### src/rtl/irq_accept_unit.sv
module irq_accept_unit #(
  parameter int          NLINES = 32,
  parameter int          XLEN   = 32,
  parameter int          SELW   = 3,
  parameter logic [31:0] VECTOR = 32'h0000_0020
) (
  input  logic             clk,
  input  logic             rst_n,
  input  logic [NLINES-1:0] irq,
  input  logic             insn_done,
  input  logic [XLEN-1:0]  pc_in,
  input  logic             eret,
  input  logic [XLEN-1:0]  ea_in,
  input  logic             ctl_we,
  input  logic [SELW-1:0]  ctl_wsel,
  input  logic [XLEN-1:0]  ctl_wdata,
  input  logic [SELW-1:0]  ctl_rsel,
  output logic [XLEN-1:0]  ctl_rdata,
  output logic             take,
  output logic             ea_we,
  output logic [XLEN-1:0]  ea_wdata,
  output logic             redir_valid,
  output logic [XLEN-1:0]  redir_pc
);
  localparam logic [SELW-1:0] SEL_STAT = SELW'(0);
  localparam logic [SELW-1:0] SEL_SAVE = SELW'(1);
  localparam logic [SELW-1:0] SEL_MASK = SELW'(3);
  localparam logic [SELW-1:0] SEL_PEND = SELW'(4);

  logic              gie_q, gie_save_q;
  logic [NLINES-1:0] mask_q;
  logic [NLINES-1:0] pend;

  assign pend        = irq & mask_q;
  assign take        = insn_done && !eret && gie_q && (|pend);
  assign ea_we       = take;
  assign ea_wdata    = pc_in + XLEN'(4);
  assign redir_valid = take || eret;
  assign redir_pc    = eret ? ea_in : XLEN'(VECTOR);

  always_ff @(posedge clk) begin
    if (!rst_n) begin
      gie_q      <= 1'b0;
      gie_save_q <= 1'b0;
      mask_q     <= '0;
    end else begin
      if (eret)                              gie_q <= gie_save_q;
      else if (take)                         gie_q <= 1'b0;
      else if (ctl_we && ctl_wsel == SEL_STAT) gie_q <= ctl_wdata[0];

      if (take)                              gie_save_q <= gie_q;
      else if (ctl_we && ctl_wsel == SEL_SAVE) gie_save_q <= ctl_wdata[0];

      if (ctl_we && ctl_wsel == SEL_MASK)    mask_q <= ctl_wdata[NLINES-1:0];
    end
  end

  always_comb begin
    ctl_rdata = '0;
    case (ctl_rsel)
      SEL_STAT: ctl_rdata[0]        = gie_q;
      SEL_SAVE: ctl_rdata[0]        = gie_save_q;
      SEL_MASK: ctl_rdata[NLINES-1:0] = mask_q;
      SEL_PEND: ctl_rdata[NLINES-1:0] = pend;
      default:  ctl_rdata           = '0;
    endcase
  end

  AST_TAKE_SAVES_GIE: assert property (@(posedge clk) disable iff (!rst_n)
    take |=> (!gie_q && gie_save_q == $past(gie_q)));
  AST_ERET_RESTORES: assert property (@(posedge clk) disable iff (!rst_n)
    eret |=> (gie_q == $past(gie_save_q)));
  AST_TAKE_BEATS_WRITE: assert property (@(posedge clk) disable iff (!rst_n)
    (take && ctl_we && ctl_wsel == SEL_STAT) |=> !gie_q);
  AST_MASK_WRITE: assert property (@(posedge clk) disable iff (!rst_n)
    (ctl_we && ctl_wsel == SEL_MASK) |=> (mask_q == $past(ctl_wdata[NLINES-1:0])));
  AST_GIE_OFF_IGNORES: assert property (@(posedge clk) disable iff (!rst_n)
    (!gie_q && !eret) |-> (!ea_we && !redir_valid));
  AST_RET_ADDR: assert property (@(posedge clk) disable iff (!rst_n)
    ea_we |-> (ea_wdata - pc_in == XLEN'(4) && redir_pc == XLEN'(VECTOR)));
endmodule

### config.mk
export PLATFORM = sky130hd
export DESIGN_NAME = irq_accept_unit
export DESIGN_NICKNAME = d
export VERILOG_FILES = /design/src/rtl/irq_accept_unit.sv
export SDC_FILE = /design/constraint.sdc
export NUM_CORES = 1
export LEC_CHECK = 0
export BUFFER_PORTS_ARGS = -buffer_cell sky130_fd_sc_hd__buf_2
export CAP_MARGIN = 5
export CORE_AREA = 2 2 91 93
export CTS_CLUSTER_DIAMETER = 200
export DETAILED_ROUTE_END_ITERATION = 16
export DIE_AREA = 0 0 93 95
export GPL_TIMING_DRIVEN = 0
export HOLD_SLACK_MARGIN = 0.1
export PLACE_DENSITY = 0.75
export REMOVE_ABC_BUFFERS = 1
export SYNTH_ARGS = -nofsm -noshare
export SYNTH_HDL_FRONTEND = slang
export SYNTH_SLANG_ARGS = --single-unit
### constraint.sdc
create_clock -name clk -period 1.4 [get_ports clk]
set_input_delay 0.21 -clock clk [delete_from_list [all_inputs] [get_ports clk]]
set_output_delay 0.21 -clock clk [all_outputs]
set_load 0.05 [all_outputs]
==> flow_summary.toml <==
[layout]
flow.area_growth_from_synthesis_pct = 117
area.sequential_um2 = 692
final_layout_size_suffix_gt1_share_pct = 63.3
num_antenna_cells = 0
multiInputGateArea_um2 = 2440
fin_util_pct = 71.3
final_net_count = 779
final.fill_count = 545

[clock_tree]
ctsRootBufferMaster = "clkbuf_8"
cts_buffer_depth = 2
worst_setup_hold_path_clk_slew_ns = 0.07
clock_insertion_delay_worst_skew_ns = 0.29
ctsHoldBuffers = 0
clkSinkCount = 34
tritoncts.num_buffers = 5
cts_tree = "built"
ctsHtreeMaxLevel = 2

[route]
vias = 3878
drt-wirelength-per-cell_um = 18.2
detailroute.wirelength.met3_um = 1130
routed_wirelength_um = 13500
drcViolationCount = 0
antenna_left = 0
met1_wire_length_um = 4680
drt-pass1-iter-count = 4
avgViaCountPerCell = 5.21
routed_met2_length_um = 7110
top_routing_layer_used = "met4"
detail_route.iter0.violations = 95

[timing]
drv_slew = 0
clk_skew_ns = 0.00960
finalWorstPathRequiredPeriod_ns = 1.90
hold_viol = 0
worst_slew_margin_rel_pct = 26.8
finalWorstSetupSlack_ns = -0.499
fmax_ghz = 0.526
finalSetupViolations = 59
fin_crit_sh_pct = 136
rsz0062_at_grt = "yes"
worst_pin_slew_ns = 1.10

[floorplan]
die_area_um2 = 8840
ios = 238
dieWidth_um = 93
floorplan.core_area_um2 = 7930
initial_utilization_pct = 32.8
num_rows = 33
die_h_um = 95

[global_routing]
gr_util_all_layers_pct = 27.0
global_route_wire_length_before_repair_um = 18900
largest_net_degree_at_the_start_of_global_routing = 37
globalRoute.totalOverflow = 0
antenna_violations_before_repair = 0
first_global_vias = 3830

[pwr]
total_power_w = 0.00314
power_per_cell_area_nw_per_um2 = 555
worst_ir_drop_vdd_mv = 0.458
leakage_nw = 2.53

[hold_path]
hold-path-cell-count = 3
hold_path_class = "primary input to flip-flop"
hold_start = "ctl_wdata[13]"
whs_endpoint = "mask_q[13]"

[logic_synthesis]
synthesis.yosys.warnings = 0
post_synth_instance_area_um2 = 2600
post_synth.cell_area_avg_um2 = 6.93
post_synth_inst_count = 375
yosysUniqueCellTypes = 35
ys_ff_latch = 34
seq_area_frac_synth_pct = 26.2

[worst_setup_path]
critPathCaptureType = "output pin"
worst-endpoint-arrival_ns = 1.69
worst_r2r_endpoint = "gie_save_q"
critPathLaunchType = "flip-flop"
worst-setup-path-type = "flip-flop to output pin"
required_ns = 1.19
r2r_setup_slack_ns = 0
worst_r2r_startpoint = "mask_q[19]"
timing.reg2reg.worst_path_depth = 6
critical_path_peak_fanout = 3

[placed_design]
place_hpwl_um = 7710
globalplace.congestion = 0.821
io_buffers = 233

[outcome]
status = "finished, violations left"
violations = "negative setup slack"

[job]
max-cap-violations = 0
-- final cells by class --
type | count | area share [%]
Multi-Input combinational cell | 313 | 43.2
Timing Repair Buffer | 281 | 40.4
Sequential cell | 34 | 12.2
Tap cell | 105 | 2.33
Clock buffer | 6 | 1.28
Inverter | 4 | 0.266
Clock inverter | 2 | 0.244
-- layer usage --
| layer | global-route usage [%] | vias up |
|---|---|---|
| met3 | 6.38 | 47 |
| met1 | 29.1 | 1816 |
| met4 | 11.3 | 0 |
| met2 | 50.4 | 212 |
| li1 | - | 1803 |
| met5 | 0 | - |
-- metrics by stage --
stage	instance area [um^2]	hold WS, ns	setup TNS [ns]	setup WS (ns)	std cells
2_1_floorplan	2490	0.346	-69.72	-1.78	351
3_3_place_gp	3790	0.420	-110.24	-2.67	689
3_5_place_dp	3840	0.420	-43.40	-0.648	692
4_1_cts	5150	0.141	-7.26	-0.475	735
5_1_grt	5650	0.147	-11.42	-0.561	745
6_report	5650	0.151	-8.94	-0.499	745
-- registers in the layout, summed over array words and instances (netlist names) --
register	count
gie_save_q	1
mask_q	32
gie_q	1
-- how the worst max path moves through the flow --
stage                 from           end  slack (ns)  cells after the start
2_1_floorplan  ctl_rsel[1]  ctl_rdata[0]       -1.78                      3
3_3_place_gp   ctl_rsel[0]  ctl_rdata[0]       -2.67                      5
3_5_place_dp   ctl_wsel[2]    mask_q[18]       -0.65                      5
4_1_cts         mask_q[12]   redir_valid       -0.47                      6
5_1_grt          mask_q[2]   redir_valid       -0.56                      6
6_report        mask_q[30]   redir_valid       -0.50                      6
-- kinds of logic after synthesis --
| kind of cell | Yosys count | share of synthesized area (%) |
|---|---|---|
| AND/OR/NAND/NOR | 195 | 39.4 |
| multiplexers | 3 | 1.16 |
| XOR/XNOR | 28 | 9.43 |
| adder cells (fa/ha/maj) | 1 | 0.481 |
| flip-flops | 34 | 26.2 |
| buffers and inverters | 28 | 4.81 |
| AO/OA/AOI/OAI | 86 | 18.5 |
-- cells in the final DEF (no fill, tap or decap), types with 11 or more instances in the layout --
master   instances
nand4_1         11
buf_6           70
buf_8           15
buf_4           31
nor2b_2         12
nor2b_1         19
buf_2          154
xnor2_2         14
a21oi_2         24
dfxtp_1         25
a21oi_1         32
and2_1          31
nand2_1         71
-- synth_stat cells, drive strengths merged --
cell     n  area (um^2)
nand2   81          304
a21oi   65          325
dfxtp   34          681
nor2b   33          206
and2    32          201
xnor2   22          193
clkbuf  17         65.1
a22oi   16          120
nand3   11         65.1
nand4   11         68.8
and3     9         57.6
nor2     8         30.0
buf      7         45.0
xor2     6         52.6
inv      4         15.0
mux2i    3         30.0
nor3b    3         33.8
nand2b   2         12.5
nor3     2         21.3
a211o    1         8.76
a31oi    1         6.26
and4     1         8.76
ha       1         12.5
nor4b    1         8.76
o21ai    1         5.00
o31ai    1         7.51
o32ai    1         8.76
or2      1         6.26
-- worst max-delay path, stage by stage (launching register included) --
cell and delay [ns]:
dfxtp_2 0.33, a22oi_1 0.19, nand4_1 0.21, nor2_2 0.20, a21oi_2 0.08, or2_4 0.24, buf_8 0.15
-- where the power goes --
| group | internal, W | total (W) | switching [W] |
|---|---|---|---|
| clock | 0.000351 | 0.000732 | 0.000381 |
| combinational | 0.000562 | 0.00140 | 0.000838 |
| sequential | 0.000989 | 0.00101 | 0.0000168 |
-- repair_timing --
| item | CTS | global route |
|---|---|---|
| gates resized for setup | 242 | 91 |
| gates cloned | 7 | 0 |
| pin swaps | 66 | 39 |
| setup endpoints to repair | 91 | 92 |
| buffers inserted | 28 | 13 |
Power figures use the tool's default switching activity.
